**src/rtl/bcd_cla_pkg.sv**
```systemverilog
package bcd_cla_pkg;
  localparam int unsigned DIGIT_BITS = 4;
  localparam int unsigned GROUP_DIGITS = 4;
  localparam int unsigned GROUP_BITS = DIGIT_BITS * GROUP_DIGITS;

  typedef logic [DIGIT_BITS-1:0] bcd_digit_t;
  typedef logic [GROUP_BITS-1:0] bcd_group_t;

  function automatic logic digit_is_valid(input bcd_digit_t d);
    return d <= 4'd9;
  endfunction
endpackage

```
**src/rtl/bcd_digit_cell.sv**
```systemverilog
module bcd_digit_cell
  import bcd_cla_pkg::*;
(
  input  bcd_digit_t op_a,
  input  bcd_digit_t op_b,
  input  logic       carry_in,
  output bcd_digit_t digit_sum,
  output logic       carry_out,
  output logic       dgen,
  output logic       dprop
);
  logic [4:0] raw_sum;
  logic [4:0] full_sum;
  logic [4:0] fixed_sum;

  always_comb begin
    raw_sum   = {1'b0, op_a} + {1'b0, op_b};
    full_sum  = raw_sum + {4'd0, carry_in};
    fixed_sum = full_sum + 5'd6;
    dgen      = raw_sum > 5'd9;
    dprop     = raw_sum == 5'd9;
    carry_out = full_sum > 5'd9;
    digit_sum = carry_out ? fixed_sum[3:0] : full_sum[3:0];
  end
endmodule

```
**src/rtl/bcd_lookahead_group.sv**
```systemverilog
module bcd_lookahead_group
  import bcd_cla_pkg::*;
(
  input  bcd_group_t              grp_a,
  input  bcd_group_t              grp_b,
  input  logic                    grp_cin,
  output bcd_group_t              grp_sum,
  output logic                    grp_cout,
  output logic                    grp_gen,
  output logic                    grp_prop,
  output logic [GROUP_DIGITS-1:0] la_carry,
  output logic [GROUP_DIGITS-1:0] cell_carry
);
  logic [GROUP_DIGITS-1:0] dg;
  logic [GROUP_DIGITS-1:0] dp;
  logic [GROUP_DIGITS:0]   cin_vec;

  for (genvar d = 0; d < GROUP_DIGITS; d++) begin : g_cell
    bcd_digit_cell u_cell (
      .op_a     (grp_a[d*DIGIT_BITS +: DIGIT_BITS]),
      .op_b     (grp_b[d*DIGIT_BITS +: DIGIT_BITS]),
      .carry_in (cin_vec[d]),
      .digit_sum(grp_sum[d*DIGIT_BITS +: DIGIT_BITS]),
      .carry_out(cell_carry[d]),
      .dgen     (dg[d]),
      .dprop    (dp[d])
    );
  end

  // Each digit carry is a flat sum of products over the flags below it.
  always_comb begin
    cin_vec[0] = grp_cin;
    for (int i = 0; i < GROUP_DIGITS; i++) begin
      logic acc;
      logic term;
      term = grp_cin;
      for (int j = 0; j <= i; j++) term = term & dp[j];
      acc = term;
      for (int j = 0; j <= i; j++) begin
        term = dg[j];
        for (int k = j + 1; k <= i; k++) term = term & dp[k];
        acc = acc | term;
      end
      cin_vec[i+1] = acc;
    end
  end

  always_comb begin
    grp_prop = &dp;
    grp_gen  = dg[3] | (dp[3] & dg[2]) | (dp[3] & dp[2] & dg[1])
             | (dp[3] & dp[2] & dp[1] & dg[0]);
    grp_cout = cin_vec[GROUP_DIGITS];
    la_carry = cin_vec[GROUP_DIGITS:1];
  end
endmodule

```
**src/rtl/bcd_out_stage.sv**
```systemverilog
module bcd_out_stage #(
  parameter int unsigned WIDTH   = 65,
  parameter bit          REG_OUT = 1'b1
) (
  input  logic             clk,
  input  logic             rst_n,
  input  logic             s_valid,
  output logic             s_ready,
  input  logic [WIDTH-1:0] s_data,
  output logic             m_valid,
  input  logic             m_ready,
  output logic [WIDTH-1:0] m_data
);
  if (REG_OUT) begin : g_reg
    logic             vld_q;
    logic [WIDTH-1:0] dat_q;
    assign s_ready = !vld_q || m_ready;
    always_ff @(posedge clk or negedge rst_n) begin
      if (!rst_n) begin
        vld_q <= 1'b0;
        dat_q <= '0;
      end else if (s_ready) begin
        vld_q <= s_valid;
        if (s_valid) dat_q <= s_data;
      end
    end
    assign m_valid = vld_q;
    assign m_data  = dat_q;
  end else begin : g_pass
    logic unused_clk;
    assign unused_clk = clk ^ rst_n;
    assign s_ready = m_ready;
    assign m_valid = s_valid;
    assign m_data  = s_data;
  end
endmodule

```
**src/rtl/bcd_cla_adder.sv**
```systemverilog
module bcd_cla_adder
  import bcd_cla_pkg::*;
#(
  parameter int unsigned DIGITS  = 16,
  parameter bit          REG_OUT = 1'b1
) (
  input  logic                         clk,
  input  logic                         rst_n,
  input  logic                         in_valid,
  output logic                         in_ready,
  input  logic [DIGIT_BITS*DIGITS-1:0] in_a,
  input  logic [DIGIT_BITS*DIGITS-1:0] in_b,
  input  logic                         in_carry,
  output logic                         out_valid,
  input  logic                         out_ready,
  output logic [DIGIT_BITS*DIGITS-1:0] out_sum,
  output logic                         out_carry
);
  localparam int unsigned NGROUPS = DIGITS / GROUP_DIGITS;
  localparam int unsigned SUM_W   = DIGIT_BITS * DIGITS;

  initial begin
    if (DIGITS % GROUP_DIGITS != 0 || DIGITS == 0)
      $error("DIGITS must be a nonzero multiple of %0d", GROUP_DIGITS);
  end

  logic [NGROUPS:0]   grp_c;
  logic [NGROUPS-1:0] grp_g;
  logic [NGROUPS-1:0] grp_p;
  logic [DIGITS-1:0]  la_carry_all;
  logic [DIGITS-1:0]  cell_carry_all;
  logic [SUM_W-1:0]   comb_sum;

  assign grp_c[0] = in_carry;

  for (genvar g = 0; g < NGROUPS; g++) begin : g_grp
    bcd_lookahead_group u_grp (
      .grp_a     (in_a[g*GROUP_BITS +: GROUP_BITS]),
      .grp_b     (in_b[g*GROUP_BITS +: GROUP_BITS]),
      .grp_cin   (grp_c[g]),
      .grp_sum   (comb_sum[g*GROUP_BITS +: GROUP_BITS]),
      .grp_cout  (grp_c[g+1]),
      .grp_gen   (grp_g[g]),
      .grp_prop  (grp_p[g]),
      .la_carry  (la_carry_all[g*GROUP_DIGITS +: GROUP_DIGITS]),
      .cell_carry(cell_carry_all[g*GROUP_DIGITS +: GROUP_DIGITS])
    );
  end

  bcd_out_stage #(.WIDTH(SUM_W + 1), .REG_OUT(REG_OUT)) u_out (
    .clk    (clk),
    .rst_n  (rst_n),
    .s_valid(in_valid),
    .s_ready(in_ready),
    .s_data ({grp_c[NGROUPS], comb_sum}),
    .m_valid(out_valid),
    .m_ready(out_ready),
    .m_data ({out_carry, out_sum})
  );
endmodule

```
**config.mk**
```make
export PLATFORM = sky130hd
export DESIGN_NAME = bcd_cla_adder
export DESIGN_NICKNAME = d
export VERILOG_FILES = /design/src/rtl/bcd_cla_pkg.sv /design/src/rtl/bcd_digit_cell.sv /design/src/rtl/bcd_lookahead_group.sv /design/src/rtl/bcd_out_stage.sv /design/src/rtl/bcd_cla_adder.sv
export SDC_FILE = /design/constraint.sdc
export NUM_CORES = 1
export LEC_CHECK = 0
export CORE_AREA = 2 2 182 184
export CTS_CLUSTER_SIZE = 25
export DETAILED_ROUTE_END_ITERATION = 8
export DIE_AREA = 0 0 184 186
export PLACE_DENSITY_LB_ADDON = 0.2
export SLEW_MARGIN = 20
export SYNTH_ARGS = -nofsm -noshare
export SYNTH_HDL_FRONTEND = slang
export SYNTH_HIERARCHICAL = 1
export SYNTH_SLANG_ARGS = --single-unit
```
**constraint.sdc**
```tcl
create_clock -name clk -period 1.4 [get_ports clk]
set_input_delay 0.21 -clock clk [delete_from_list [all_inputs] [get_ports clk]]
set_output_delay 0.21 -clock clk [all_outputs]
set_load 0.03 [all_outputs]
```
==> flow_metrics.tcl <==
set metrics [dict create \
    status "complete, but fails checks" \
    violations "setup timing" \
    period_needed_ns 4.54 \
    power_leakage_nw 8.13 \
    drc_errors 0 \
    overflow 0 \
    slew_headroom 0.678 \
    fp.dieW_um 184 \
    r2r_slack_ns 0.06 \
    p_int_mw 12.6 \
    layout_setup_ws_ns -3.14 \
    ctsHtreeMaxLevel 3 \
    avgSynthCellArea_um2 9.81 \
    port_buffers 199 \
    grt_max_degree 25 \
    worstSetupEndpointType "flop" \
    rr_worst_depth 4 \
    timing.hold.ws_ns 0.309 \
    seq_area_um2 1650 \
    grt_usage 0.193 \
    firstDrtPassIters 6 \
    numCtsBuffers 9 \
    cts.sinks 66 \
    cts_tree "done" \
    hold_viol_final 0 \
    r2r_start "u_out/m_valid" \
    pwr_density_cell_nw_per_um2 1170 \
    clockRootBuffer "clkbuf_16" \
    critPathKind "primary input to flop" \
    fillers 2777 \
    wirelength_mm 33.5 \
    slowest_delay_ns 0.55 \
    fin_crit_sh 3.25 \
    vias 11200 \
    layout.nets 1982 \
    ir_drop_mv 0.943 \
    crit_family "compound AO/OA/AOI/OAI gates" \
    drive_above_1_share 0.508 \
    grt_pass1_wl_mm 54.7 \
    multi_input_area_um2 10300 \
    core_area_um2 32200 \
    antenna_found_initial 2 \
    synth_area_um2 11000 \
    setup_viol 64 \
    path_clk_slew_ns 0.06 \
    p_sw_mw 9.11 \
    cp-start-kind "primary input" \
    final_max_slew_viol_count 0 \
    fmax_mhz 220 \
    pwr-share-comb 0.726 \
    fp-row-count 66 \
    layout_common_cells "buf_4 (430), clkdlybuf4s50_1 (95), dlygate4sd2_1 (78)" \
    p_sw_frac 0.419 \
    io_pins 200 \
    antenna_left 0 \
    first_iter_violations 281 \
    path_buf_inv 5 \
    synthToLayoutAreaGrowth_pct 67.7 \
    clk_path_buf_depth 2 \
    start_util 0.342 \
    arrival_ns 4.83 \
    syn-num-nets 1384 \
    place_congestion 0.887 \
    startpoint "in_b[12]" \
    tightest_slew_ns 0.479 \
    worstHoldPathType "primary input to asynchronous set/reset pin" \
    syn_inst 1123 \
    synth_warnings 6 \
    r2r_end "u_out/m_data[61]" \
    drt-vias-per-instance 5.23 \
    clock_power_share 0.115 \
    tns_ns -140.92 \
    fin_worst_skew_ns 0.00420 \
    mostFrequentLayoutCell "buf_4" \
    dp_hpwl_mm 26.3 \
    wire_per_inst_um 15.7 \
    worstSkewPairLatency_ns 0.34 \
    die_y_um 186 \
    maxCapViolCount 0 \
    cp_max_fo 4 \
    cpMaxStageDelayCell "or4b_1" \
    dieArea_um2 34200 \
    grt_pass1_vias 11500 \
    cp.required_ns 1.68 \
    rsz0062_at_grt "true" \
    seq_power_share 0.159 \
]
==> what timing repair did <==
item                                    4_1_cts  5_1_grt
endpoints found under the hold margin        19        0
gates cloned                                  0        0
hold buffers                                  1        0
pin swaps                                   149      109
buffers inserted                             58       18
resized for setup                           300      100
endpoints found under the setup margin      127       68
==> worst max path at each step <==
stage	slack, ns	endpoint	cells past startpoint
finish	-3.14	u_out/m_data[63]	27
floorplan	-3.07	u_out/m_data[63]	22
detailed placement	-4.01	u_out/m_data[63]	26
global placement	-3.88	u_out/m_data[63]	26
global route	-3.42	u_out/m_data[63]	27
CTS	-3.14	u_out/m_data[57]	28
==> routing by layer <==
layer,routed length [um],global-route usage
met1,15000,0.241
met2,16800,0.353
met3,1310,0.0293
met5,0,0
met4,355,0.0368
==> final cells by class <==
class / instances / area share
clock inverter: 5 / 0.00426
inverter: 43 / 0.00900
timing repair buffer: 658 / 0.297
antenna: 4 / 0.000541
multi-input combinational: 943 / 0.559
tap: 408 / 0.0276
sequential: 66 / 0.0893
clock buffer: 11 / 0.0126
==> per-stage QoR <==
stage	setup WS (ns)	area, um2	util	std cells	power [mW]
6_report	-3.14	18500	0.574	2138	21.7
2_1_floorplan	-3.07	11700	-	1123	12.2
3_5_place_dp	-4.01	16600	0.515	2055	18.0
5_1_grt	-3.42	18500	0.574	2134	23.2
3_3_place_gp	-3.88	16600	0.515	2055	17.9
4_1_cts	-3.14	18000	0.558	2124	21.1
==> registers in the layout, indices dropped and copies added (netlist names) <==
signal and count:
u_out/m_data 65, u_out/m_valid 1
==> power groups by stage <==
| stage | Sequential [mW] | Combinational [mW] | Clock (mW) |
|---|---|---|---|
| 2_1_floorplan | 5.05 | 7.14 | 0 |
| 3_3_place_gp | 3.51 | 14.3 | 0 |
| 3_5_place_dp | 3.48 | 14.5 | 0 |
| 5_1_grt | 3.54 | 17.0 | 2.66 |
| 6_report | 3.44 | 15.8 | 2.51 |
| 4_1_cts | 3.45 | 15.1 | 2.58 |
(Power assumes the default switching activity.)
